<file path="config.mk">
export PLATFORM = sky130hd
export DESIGN_NAME = pollctl_top
export DESIGN_NICKNAME = d
export VERILOG_FILES = /design/src/rtl/pollctl_pkg.sv /design/src/rtl/pollctl_regs.sv /design/src/rtl/pollctl_seq.sv /design/src/rtl/pollctl_top.sv
export SDC_FILE = /design/constraint.sdc
export NUM_CORES = 1
export LEC_CHECK = 0
export BUFFER_PORTS_ARGS = -buffer_cell sky130_fd_sc_hd__clkbuf_2
export CORE_MARGIN = 4
export CORE_UTILIZATION = 45
export CTS_CLUSTER_DIAMETER = 200
export DETAILED_ROUTE_END_ITERATION = 16
export GPL_ROUTABILITY_DRIVEN = 0
export PLACE_DENSITY_LB_ADDON = 0.2
export SLEW_MARGIN = 10
export SYNTH_ARGS = -nofsm -noshare
export SYNTH_HDL_FRONTEND = slang
export SYNTH_SLANG_ARGS = --single-unit
</file>
<file path="constraint.sdc">
create_clock -name clk -period 1.4 [get_ports clk]
set_clock_uncertainty 0.1 [all_clocks]
set_input_delay 0.28 -clock clk [delete_from_list [all_inputs] [get_ports clk]]
set_output_delay 0.28 -clock clk [all_outputs]
set_load 0.1 [all_outputs]
</file>
<file path="src/rtl/pollctl_pkg.sv">
package pollctl_pkg;
  localparam int unsigned OFS_CMD  = 0;
  localparam int unsigned OFS_STAT = 1;
  localparam int unsigned OFS_DATA = 2;

  localparam int CMD_WR_BIT  = 0;
  localparam int CMD_RDY_BIT = 1;
  localparam int ST_BUSY_BIT = 0;
  localparam int ST_ERR_BIT  = 1;
  localparam int ST_OVR_BIT  = 2;

  typedef enum logic [2:0] {
    SEQ_IDLE,
    SEQ_LAUNCH,
    SEQ_XFER,
    SEQ_CLR_ERR,
    SEQ_CLR_BUSY
  } seq_state_e;
endpackage

</file>
<file path="src/rtl/pollctl_regs.sv">
module pollctl_regs
  import pollctl_pkg::*;
#(
  parameter int DW = 8,
  parameter int AW = 2
) (
  input  logic          clk,
  input  logic          rst_n,
  input  logic          bus_sel,
  input  logic          bus_we,
  input  logic [AW-1:0] bus_addr,
  input  logic [DW-1:0] bus_wdata,
  output logic [DW-1:0] bus_rdata,
  input  logic          busy,
  input  logic          error,
  input  logic          clr_rdy,
  output logic          cmd_wr,
  output logic          cmd_rdy,
  output logic [DW-1:0] data_out
);
  localparam logic [AW-1:0] A_CMD  = AW'(OFS_CMD);
  localparam logic [AW-1:0] A_STAT = AW'(OFS_STAT);
  localparam logic [AW-1:0] A_DATA = AW'(OFS_DATA);

  logic          hit_cmd, hit_dat, blocked;
  logic          cmd_en, data_en, ovr_en;
  logic          cmd_wr_q, cmd_wr_d, cmd_rdy_q, cmd_rdy_d;
  logic [DW-1:0] data_q;
  logic          ovr_q;

  always_comb begin
    hit_cmd   = bus_sel & bus_we & (bus_addr == A_CMD);
    hit_dat   = bus_sel & bus_we & (bus_addr == A_DATA);
    blocked   = busy & (hit_cmd | hit_dat);
    cmd_en    = (hit_cmd & ~busy) | clr_rdy;
    data_en   = hit_dat & ~busy;
    ovr_en    = blocked;
    cmd_wr_d  = cmd_wr_q;
    cmd_rdy_d = cmd_rdy_q;
    if (clr_rdy) begin
      cmd_rdy_d = 1'b0;
    end else if (hit_cmd) begin
      cmd_wr_d  = bus_wdata[CMD_WR_BIT];
      cmd_rdy_d = bus_wdata[CMD_RDY_BIT];
    end
  end

  always_ff @(posedge clk or negedge rst_n) begin
    if (!rst_n) begin
      cmd_wr_q  <= 1'b0;
      cmd_rdy_q <= 1'b0;
      data_q    <= '0;
      ovr_q     <= 1'b0;
    end else begin
      if (cmd_en) begin
        cmd_wr_q  <= cmd_wr_d;
        cmd_rdy_q <= cmd_rdy_d;
      end
      if (data_en) data_q <= bus_wdata;
      if (ovr_en)  ovr_q  <= 1'b1;
    end
  end

  always_comb begin
    bus_rdata = '0;
    case (bus_addr)
      A_CMD: begin
        bus_rdata[CMD_WR_BIT]  = cmd_wr_q;
        bus_rdata[CMD_RDY_BIT] = cmd_rdy_q;
      end
      A_STAT: begin
        bus_rdata[ST_BUSY_BIT] = busy;
        bus_rdata[ST_ERR_BIT]  = error;
        bus_rdata[ST_OVR_BIT]  = ovr_q;
      end
      A_DATA:  bus_rdata = data_q;
      default: bus_rdata = '0;
    endcase
  end

  assign cmd_wr   = cmd_wr_q;
  assign cmd_rdy  = cmd_rdy_q;
  assign data_out = data_q;

  // data write while busy is dropped and marks overrun
  a_r7_data_blocked: assert property (@(posedge clk) disable iff (!rst_n)
    (bus_sel && bus_we && bus_addr == A_DATA && busy) |=> ($stable(data_q) && ovr_q));
  // command write while busy leaves command bits alone
  a_r7_cmd_blocked: assert property (@(posedge clk) disable iff (!rst_n)
    (bus_sel && bus_we && bus_addr == A_CMD && busy && !clr_rdy) |=> $stable({cmd_wr_q, cmd_rdy_q}));
  // overrun is sticky
  a_r7_ovr_sticky: assert property (@(posedge clk) disable iff (!rst_n)
    ovr_q |=> ovr_q);
endmodule

</file>
<file path="src/rtl/pollctl_seq.sv">
module pollctl_seq
  import pollctl_pkg::*;
#(
  parameter int DW = 8
) (
  input  logic          clk,
  input  logic          rst_n,
  input  logic          cmd_wr,
  input  logic          cmd_rdy,
  input  logic [DW-1:0] data_out,
  input  logic          dev_done,
  input  logic          dev_fail,
  output logic          busy,
  output logic          error,
  output logic          clr_rdy,
  output logic          dev_req,
  output logic          dev_write,
  output logic [DW-1:0] dev_data
);
  seq_state_e    st_q, st_d;
  logic          busy_q, busy_d, err_q, err_d, req_q, req_d;
  logic          dwr_q;
  logic [DW-1:0] dd_q;
  logic          load;

  always_comb begin
    st_d    = st_q;
    busy_d  = busy_q;
    err_d   = err_q;
    req_d   = req_q;
    clr_rdy = 1'b0;
    load    = 1'b0;
    case (st_q)
      SEQ_IDLE: begin
        if (cmd_rdy) begin
          busy_d = 1'b1;
          st_d   = SEQ_LAUNCH;
        end
      end
      SEQ_LAUNCH: begin
        load  = 1'b1;
        req_d = 1'b1;
        st_d  = SEQ_XFER;
      end
      SEQ_XFER: begin
        if (dev_fail) begin
          req_d   = 1'b0;
          clr_rdy = 1'b1;
          err_d   = 1'b1;
          busy_d  = 1'b0;
          st_d    = SEQ_IDLE;
        end else if (dev_done) begin
          req_d   = 1'b0;
          clr_rdy = 1'b1;
          st_d    = SEQ_CLR_ERR;
        end
      end
      SEQ_CLR_ERR: begin
        err_d = 1'b0;
        st_d  = SEQ_CLR_BUSY;
      end
      SEQ_CLR_BUSY: begin
        busy_d = 1'b0;
        st_d   = SEQ_IDLE;
      end
      default: st_d = SEQ_IDLE;
    endcase
  end

  always_ff @(posedge clk or negedge rst_n) begin
    if (!rst_n) begin
      st_q   <= SEQ_IDLE;
      busy_q <= 1'b0;
      err_q  <= 1'b0;
      req_q  <= 1'b0;
      dwr_q  <= 1'b0;
      dd_q   <= '0;
    end else begin
      st_q   <= st_d;
      busy_q <= busy_d;
      err_q  <= err_d;
      req_q  <= req_d;
      if (load) begin
        dwr_q <= cmd_wr;
        dd_q  <= data_out;
      end
    end
  end

  assign busy      = busy_q;
  assign error     = err_q;
  assign dev_req   = req_q;
  assign dev_write = dwr_q;
  assign dev_data  = dd_q;

  // busy only rises after ready was seen
  a_r3_busy_after_ready: assert property (@(posedge clk) disable iff (!rst_n)
    $rose(busy) |-> $past(cmd_rdy));
  // request only while busy
  a_r4_req_in_busy: assert property (@(posedge clk) disable iff (!rst_n)
    dev_req |-> busy);
  // payload steady during request
  a_r4_payload_hold: assert property (@(posedge clk) disable iff (!rst_n)
    (dev_req && $past(dev_req)) |-> ($stable(dev_data) && $stable(dev_write)));
  // busy drops last, after ready and error are already clear
  a_r5_busy_last: assert property (@(posedge clk) disable iff (!rst_n)
    ($fell(busy) && !error) |-> ($past(!cmd_rdy) && $past(!error)));
  // failure raises error with busy, ready and request already down
  a_r6_fail_together: assert property (@(posedge clk) disable iff (!rst_n)
    $rose(error) |-> (!busy && !dev_req));
endmodule

</file>
<file path="src/rtl/pollctl_top.sv">
module pollctl_top #(
  parameter int DW = 8,
  parameter int AW = 2
) (
  input  logic          clk,
  input  logic          rst_n,
  input  logic          bus_sel,
  input  logic          bus_we,
  input  logic [AW-1:0] bus_addr,
  input  logic [DW-1:0] bus_wdata,
  output logic [DW-1:0] bus_rdata,
  output logic          dev_req,
  output logic          dev_write,
  output logic [DW-1:0] dev_data,
  input  logic          dev_done,
  input  logic          dev_fail
);
  logic          busy, error, clr_rdy, cmd_wr, cmd_rdy;
  logic [DW-1:0] data_out;

  pollctl_regs #(.DW(DW), .AW(AW)) regs_i (
    .clk(clk), .rst_n(rst_n),
    .bus_sel(bus_sel), .bus_we(bus_we), .bus_addr(bus_addr),
    .bus_wdata(bus_wdata), .bus_rdata(bus_rdata),
    .busy(busy), .error(error), .clr_rdy(clr_rdy),
    .cmd_wr(cmd_wr), .cmd_rdy(cmd_rdy), .data_out(data_out)
  );

  pollctl_seq #(.DW(DW)) seq_i (
    .clk(clk), .rst_n(rst_n),
    .cmd_wr(cmd_wr), .cmd_rdy(cmd_rdy), .data_out(data_out),
    .dev_done(dev_done), .dev_fail(dev_fail),
    .busy(busy), .error(error), .clr_rdy(clr_rdy),
    .dev_req(dev_req), .dev_write(dev_write), .dev_data(dev_data)
  );

  // completion strobes without an open request start nothing
  a_r9_stray_strobe: assert property (@(posedge clk) disable iff (!rst_n)
    (!dev_req && !busy && !cmd_rdy) |=> !dev_req);
endmodule

</file>
# [Word level (Yosys, flattened, before mapping)]
# Cells that the tools add are included.
[word_totals] out_inout_bits=18 wordCells=62 regBits=26
[op_classes] eq_ne=9 n_mux=21 n_bitwise=10 reduce_logical=12
[ops] op="$pmux W3 S4" count=1
[ops] op="$mux W1" count=11
[ops] op="$mux W3" count=3
[ops] op="$reduce_and A2 Y1" count=4
[ops] op="$and A1 B1 Y1" count=6
[ops] op="$eq A3 B2 Y1 const B" count=2
[ops] op="$pmux W1 S2" count=3
[ops] op="$pmux W2 S3" count=1
[ops] op="$reduce_and A3 Y1" count=2
[ops] op="$reduce_bool A2 Y1" count=3
[ops] op="$mux W5" count=1
[ops] op="$ne A2 B2 Y1 const B" count=2
[ops] op="$eq A3 B1 Y1 const B" count=1
[ops] op="$eq A3 B3 Y1 const B" count=1
[ops] op="$logic_not A3 Y1" count=1
[ops] op="$ne A3 B3 Y1 const B" count=1
[ops] op="$pmux W1 S3" count=1
[ops] op="$reduce_bool A3 Y1" count=1
[ops] op="$eq A2 B1 Y1 const B" count=1
[ops] op="$eq A2 B2 Y1 const B" count=1
[ops] op="$logic_not A2 Y1" count=1
[ops] op="$not A1 Y1" count=2
[ops] op="$or A1 B1 Y1" count=2

# [Depth between registers and ports, before layout]
# Gate-level depths: netlist of the first run.
[logic_depth] word_depth=5 depth_mapped=5

# [Modules after synthesis]
# Synthesis of the first run repeated with hierarchy kept, for this count alone.
[hier_totals] hier_cells=92 hier_area_um2=1263.7
[modules_own_cells] module="pollctl_seq" area_each_um2=674.4 cells_each=47 n_inst=1
[modules_own_cells] module="pollctl_regs" area_each_um2=589.3 cells_each=45 n_inst=1

# [Worst setup path before layout of the first run]
# No wires, ideal clock.
[synth_timing] path_type="input to output" start="input port bus_addr[0]" end="output port bus_rdata[2]" required_time_ns=1.020 slack_ns=-1.065 arrival_ns=2.085 cell_stages=5 path_cell_list="inv_1 ha_1 buf_2 a22oi_1 nor2b_1"
[synth_between] elab_chain_len=2 elab_cells_between_ends=3 cone_classes="eq/ne: 2; mux: 1"
[synth_lines] item="from (decl)" line_no="pollctl_top.sv:9" source="input logic [AW-1:0] bus_addr,"
[synth_lines] item="$eq A2 B2 Y1 or $eq A2 B1 Y1 (tied branches)" line_no="pollctl_regs.sv:66" source="case (bus_addr)"
[synth_lines] item="$pmux W1 S2 (*)" line_no="pollctl_regs.sv:66"
[synth_lines] item="to (decl)" line_no="pollctl_top.sv:11" source="output logic [DW-1:0] bus_rdata,"
# Mark *: on every way between the ends. The rest lies on a longest branch, timed or not.

# [Worst setup path in the final report of the first run]
[layout_timing] start="register regs_i.data_q[0] (netlist: regs_i.data_out[0])" end="output port bus_rdata[0]"
[layout_between] elab_chain_len=1
[layout_lines] item="from (decl)" line_no="pollctl_regs.sv:28" source="logic [DW-1:0] data_q;"
[layout_lines] item="from (signal assigned)" line_no="pollctl_regs.sv:59" source="if (data_en) data_q <= bus_wdata;"
[layout_lines] item="$pmux W2 S3" line_no="pollctl_regs.sv:66"
# Every way passes these cells.

==> results of run 1 <==
what timing repair did:
action	CTS	global route
setup endpoints to repair	9	28
gates cloned	0	1
hold endpoints to repair	26	0
hold buffers	1	0
resized for setup	11	4
buffers inserted	7	1
pin swaps	9	2
power groups by stage:
stage	logic, mW	clock network, mW	registers, mW
after detailed placement	3.08	0	1.45
after global placement	3.02	0	1.42
after CTS	3.23	0.380	1.43
after floorplan	0.964	0	2.34
final	3.29	0.369	1.44
after global routing	3.39	0.420	1.49
kinds of logic after synthesis:
logic type / Yosys count / share of synthesized area (%)
buffers and inverters: 7 / 2.38
muxes: 19 / 17.6
and+or+nand+nor: 23 / 15.1
adders and majority gates: 4 / 4.13
AOI/OAI and AO/OA: 12 / 7.13
DFF: 26 / 53.7
sequential cells by signal, indices dropped and copies added (netlist names):
name / cells
regs_i.data_out: 8
seq_i.dev_data: 8
seq_i.st_q: 3
regs_i.cmd_rdy: 1
regs_i.cmd_wr: 1
regs_i.ovr_q: 1
seq_i.busy: 1
seq_i.dev_req: 1
seq_i.dev_write: 1
seq_i.error: 1
worst paths after layout:
path	start	end	slack, ns	cells after the start
worst max-delay path	regs_i.data_out[0]	bus_rdata[0]	-0.44	4
worst min-delay path	bus_wdata[7]	regs_i.data_out[7]	0.09	2
worst max register to register	seq_i.busy	regs_i.cmd_wr	-0.19	4
worst min register to register	regs_i.ovr_q	regs_i.ovr_q	0.42	1
max in group asynchronous	rst_n	seq_i.st_q[0]	0.58	3
min in group asynchronous	rst_n	seq_i.dev_data[2]	0.36	3
metrics by stage:
step	cell area, um2	util [%]
6_report	1990	78.8
5_1_grt	1990	78.8
4_1_cts	1960	77.5
3_5_place_dp	1820	72.1
3_3_place_gp	1820	72.1
2_1_floorplan	1270	-
area by class of cell:
| cell class | instances | area (um2) | area share [%] |
|---|---|---|---|
| clock buffer | 4 | 36.3 | 1.83 |
| inverter | 5 | 31.3 | 1.57 |
| multi-input combinational | 59 | 606 | 30.5 |
| sequential | 26 | 653 | 32.9 |
| tap | 30 | 37.5 | 1.89 |
| timing repair buffer | 54 | 623 | 31.4 |
critical path, cell delays in order (launching register included):
cell,delay (ns)
dfrtp_1,0.43
a222oi_1,0.33
buf_4,0.18
nor2_4,0.04
buf_12,0.16
layout by cell type, fill, tap and decap left out, types with 4 or more instances in the layout:
cell type,synthesis,final
buf_12,0,18
dfrtp_1,26,24
clkbuf_2,0,14
and2_4,0,5
inv_1,5,4
mux2_2,17,17
buf_4,0,18
layer usage:
metal | share of wire, % | global-route usage [%] | up-vias
li1 | - | - | 439
met1 | 38 | 19.3 | 475
met2 | 56 | 34.1 | 30
met3 | 6.1 | 4.75 | 2
met4 | 0.34 | 5.06 | 0
met5 | 0 | 0 | -
cell usage after synthesis (2+ instances only):
cell type	n	share of area, %
dfrtp_1	26	54
mux2_2	17	16
and2_1	5	2.6
inv_1	5	1.5
nor2_1	5	1.5
ha_1	4	4.1
a21oi_1	3	1.2
a222oi_1	2	1.7
a31oi_1	2	1.0
buf_2	2	0.83
==> flow_metrics.env, run 1 <==
export IMPL_synth_edf_count=0
export IMPL_dieArea_um2=3590
export IMPL_io_buffers=33
export IMPL_slew_viol_final=0
export IMPL_swShare_pct=47.8
export IMPL_crit_type="register to output pin"
export IMPL_worst_slew_pin_slew_ns=0.319
export IMPL_fin_crit_sh_pct=131
export IMPL_setup_slack_ns=-0.440
export IMPL_drive_above_1_share_pct=66.2
export IMPL_core_um2=2520
export IMPL_area_growth_syn_to_layout_pct=64.0
export IMPL_htree_levels=1
export IMPL_start_kind="register"
export IMPL_worstHoldPathType="input port to register"
export IMPL_seqPwrFrac_pct=28.3
export IMPL_grt_pass1_vias=1016
export IMPL_syn_area_um2=1210
export IMPL_max_freq_ghz=0.544
export IMPL_vdd_drop_max_mv=2.77
export IMPL_instances_no_fill=178
export IMPL_rsz0062_at_grt="true"
export IMPL_drc=0
export IMPL_via_count=946
export IMPL_fin_nets=169
export IMPL_crit_fanout=3
export IMPL_p_clk_share_pct=7.2
export IMPL_leakage_nw=0.929
export IMPL_antennaDiodeCount=0
export IMPL_start_util_pct=48.0
export IMPL_die_h_um=59.9
export IMPL_clk_pin_slew_ns=0.13
export IMPL_synth_main_ff_cell="dfrtp_1"
export IMPL_outcome="complete, but fails checks"
export IMPL_insertion_delay_ns=0.32
export IMPL_wl_per_cell_um=16.8
export IMPL_synth_area_per_cell_um2=13.3
export IMPL_grt_max_degree=27
export IMPL_finalWirelength_um=2980
export IMPL_final_setup_tns_ns=-2.20
export IMPL_critPathCaptureType="output pin"
export IMPL_setup_viol=18
export IMPL_ant_nets=0
export IMPL_io_pins=34
export IMPL_cap_violations=0
export IMPL_nFillCells=159
export IMPL_ys_seq_elements=26
export IMPL_pre_cts_slack_ns=-0.379
export IMPL_dpl_hpwl_um=2140
export IMPL_finalHoldViolations=0
export IMPL_root_buffer="clkbuf_4"
export IMPL_syn_nets=111
export IMPL_violations="setup timing"
export IMPL_slew_headroom_pct=78.7
export IMPL_firstDrtPassIters=4
export IMPL_seq_area_frac_synth_pct=53.7
export IMPL_required_ns=1.02
export IMPL_powerDensity_nw_per_um2=2560
export IMPL_synthCells=91
export IMPL_die_width_um=59.9
export IMPL_synthDistinctLibCells=30
export IMPL_track_usage_pct=18.0
export IMPL_grt_ovfl_total=0
export IMPL_viasPerCell=5.31
export IMPL_rows=18
export IMPL_crit_arrival_ns=1.46
export IMPL_place_inst=164
export IMPL_cts_tree="done"
export IMPL_p_sw_mw=2.43
export IMPL_clk_path_buf_depth=2
export IMPL_finalCriticalPeriod_ns=1.84
export IMPL_p_comb_share_pct=64.5
export IMPL_clkSinkCount=26
export IMPL_hold_slack_ns=0.0854
export IMPL_power_mw=5.09
export IMPL_drtIter0Drc=15
export IMPL_grt_pass1_wl_um=4670
export IMPL_synthArstFlopShare_pct=100
export IMPL_intPower_mw=2.66
export IMPL_grt_antenna_before_repair=0
export IMPL_numCtsBuffers=3
export IMPL_yosys_warnings=0
Note: power is estimated with default switching activity, not from simulation.
==> run 2: changes to the inputs <==
CORE_UTILIZATION = 50   (was 45)
clock period = 2.1 ns   (was 1.4 ns; I/O delays follow)
==> run 2 against run 1 <==
  * Count of clock-buffer cells in the layout decreased by 1
  * Die area shrank 8.7%
  * Via count fell by 8.0%
  * Sequential cell count did not move
  * Setup slack improved by 0.49 ns
  * The flow finishes with violations (hold timing)
  * Final cell count decreased by 12%
  * Core utilization is 7.2 points lower
  * Critical endpoint unchanged
  * Global-route usage shrank 2.3 points
  * Worst hold slack got worse by 0.089 ns
  * Sequential share of layout area increased by 7.4 points
==> flow_metrics.env, run 2 (synthesis results as in run 1) <==
export IMPL_outcome="complete, but fails checks"
export IMPL_violations="hold timing"
export IMPL_dieArea_um2=3270
export IMPL_via_count=870
export IMPL_ant_nets=0
export IMPL_start_util_pct=53.7
export IMPL_die_h_um=57.2
export IMPL_worstHoldPathType="input port to async pin"
export IMPL_crit_arrival_ns=1.53
export IMPL_insertion_delay_ns=0.31
export IMPL_area_growth_syn_to_layout_pct=33.3
export IMPL_required_ns=1.58
export IMPL_cap_violations=0
export IMPL_worst_slew_pin_slew_ns=0.618
export IMPL_grt_ovfl_total=0
export IMPL_io_pins=34
export IMPL_multiInputGateArea_um2=572
export IMPL_fin_nets=151
export IMPL_finalCriticalPeriod_ns=2.05
export IMPL_final_util_pct=71.6
export IMPL_rows=17
export IMPL_track_usage_pct=15.7
export IMPL_clk_path_buf_depth=2
export IMPL_instances_no_fill=157
export IMPL_grt_max_degree=27
export IMPL_drc=0
export IMPL_nFillCells=172
export IMPL_hold_slack_ns=-0.00399
export IMPL_fin_crit_sh_pct=97.6
export IMPL_dpl_hpwl_um=1920
export IMPL_htree_levels=1
export IMPL_max_freq_ghz=0.488
export IMPL_grt_pass1_vias=910
export IMPL_setup_viol=0
export IMPL_final_setup_tns_ns=0
export IMPL_firstDrtPassIters=4
export IMPL_viasPerCell=5.54
export IMPL_cts_tree="done"
export IMPL_clkSinkCount=26
export IMPL_finalHoldViolations=15
export IMPL_critPathCaptureType="output pin"
export IMPL_final_common_cell="dfrtp_1"
export IMPL_core_um2=2250
export IMPL_numCtsBuffers=3
export IMPL_start_kind="register"
export IMPL_clk_pin_slew_ns=0.13
export IMPL_seq_area_um2=651
export IMPL_place_inst=153
export IMPL_grt_antenna_before_repair=0
export IMPL_wl_per_cell_um=15.6
export IMPL_most_common_layout_cells="26 x dfrtp_1, 24 x clkbuf_2, 17 x mux2_2"
export IMPL_crit_type="register to output pin"
export IMPL_root_buffer="clkbuf_4"
export IMPL_crit_fanout=5
export IMPL_slew_headroom_pct=58.8
export IMPL_io_buffers=33
export IMPL_finalWirelength_um=2440
export IMPL_drtIter0Drc=20
export IMPL_slew_viol_final=0
export IMPL_die_width_um=57.2
export IMPL_grt_pass1_wl_um=4040
export IMPL_drive_above_1_share_pct=55.8
export IMPL_antennaDiodeCount=0
## run 2: changes by cell type in the layout (fill, tap and decap cells not counted), sizes merged
cell and delta:
clkbuf +8, dlygate4sd3 -1, buf -25, nor2 -1
## run 2: what timing repair did
| item | in CTS | in global routing |
|---|---|---|
| hold buffers | 0 | 0 |
| pin swaps | 1 | 3 |
| gates cloned | 0 | 0 |
| setup endpoints to repair | 1 | 2 |
| buffers inserted | 0 | 1 |
| resized for setup | 1 | 5 |
## run 2: stage by stage
stage | setup WS, ns | area, um2
2_1_floorplan | 0.0313 | 1230
3_3_place_gp | 0.0601 | 1570
3_5_place_dp | -0.0346 | 1570
4_1_cts | 0.0278 | 1590
5_1_grt | -0.0256 | 1610
6_report | 0.0506 | 1610
## run 2: worst max-delay path: stages (launching register included)
cell and delay (ns):
dfrtp_1 0.46, a222oi_1 0.52, nor2_4 0.06, buf_12 0.18
## run 2: cell type report
cell class,count,share of cell area [%]
clock buffers,3,1.40
multi-input cells,58,35.4
flip-flops and latches,26,40.3
well taps,28,2.17
inverters,5,1.16
repair buffers,37,19.5
## run 2: final timing paths
| path | from | to | slack, ns | cells after the start |
|---|---|---|---|---|
| setup / recovery | seq_i.busy | bus_rdata[0] | 0.05 | 3 |
| hold / removal | rst_n | seq_i.dev_data[5] | -0.004 | 1 |
| setup reg to reg | seq_i.busy | regs_i.cmd_wr | 0.54 | 4 |
| hold reg to reg | regs_i.ovr_q | regs_i.ovr_q | 0.39 | 1 |
| max in group asynchronous | rst_n | seq_i.dev_data[2] | 1.51 | 1 |
| min in group clk | bus_wdata[4] | regs_i.data_out[4] | 0.23 | 2 |
## run 2: metal layers
layer / global-route usage [%] / vias up / wire, um
met1: 19.1 / 427 / 1060
li1: - / 404 / -
met2: 26.9 / 33 / 1180
met3: 3.17 / 6 / 152
met4: 6.95 / 0 / 48
met5: 0 / - / 0
Power of run 2 is left out: the tool's default activity adds up to more than one toggle a clock period on the data nets, which glitch-free logic cannot reach.
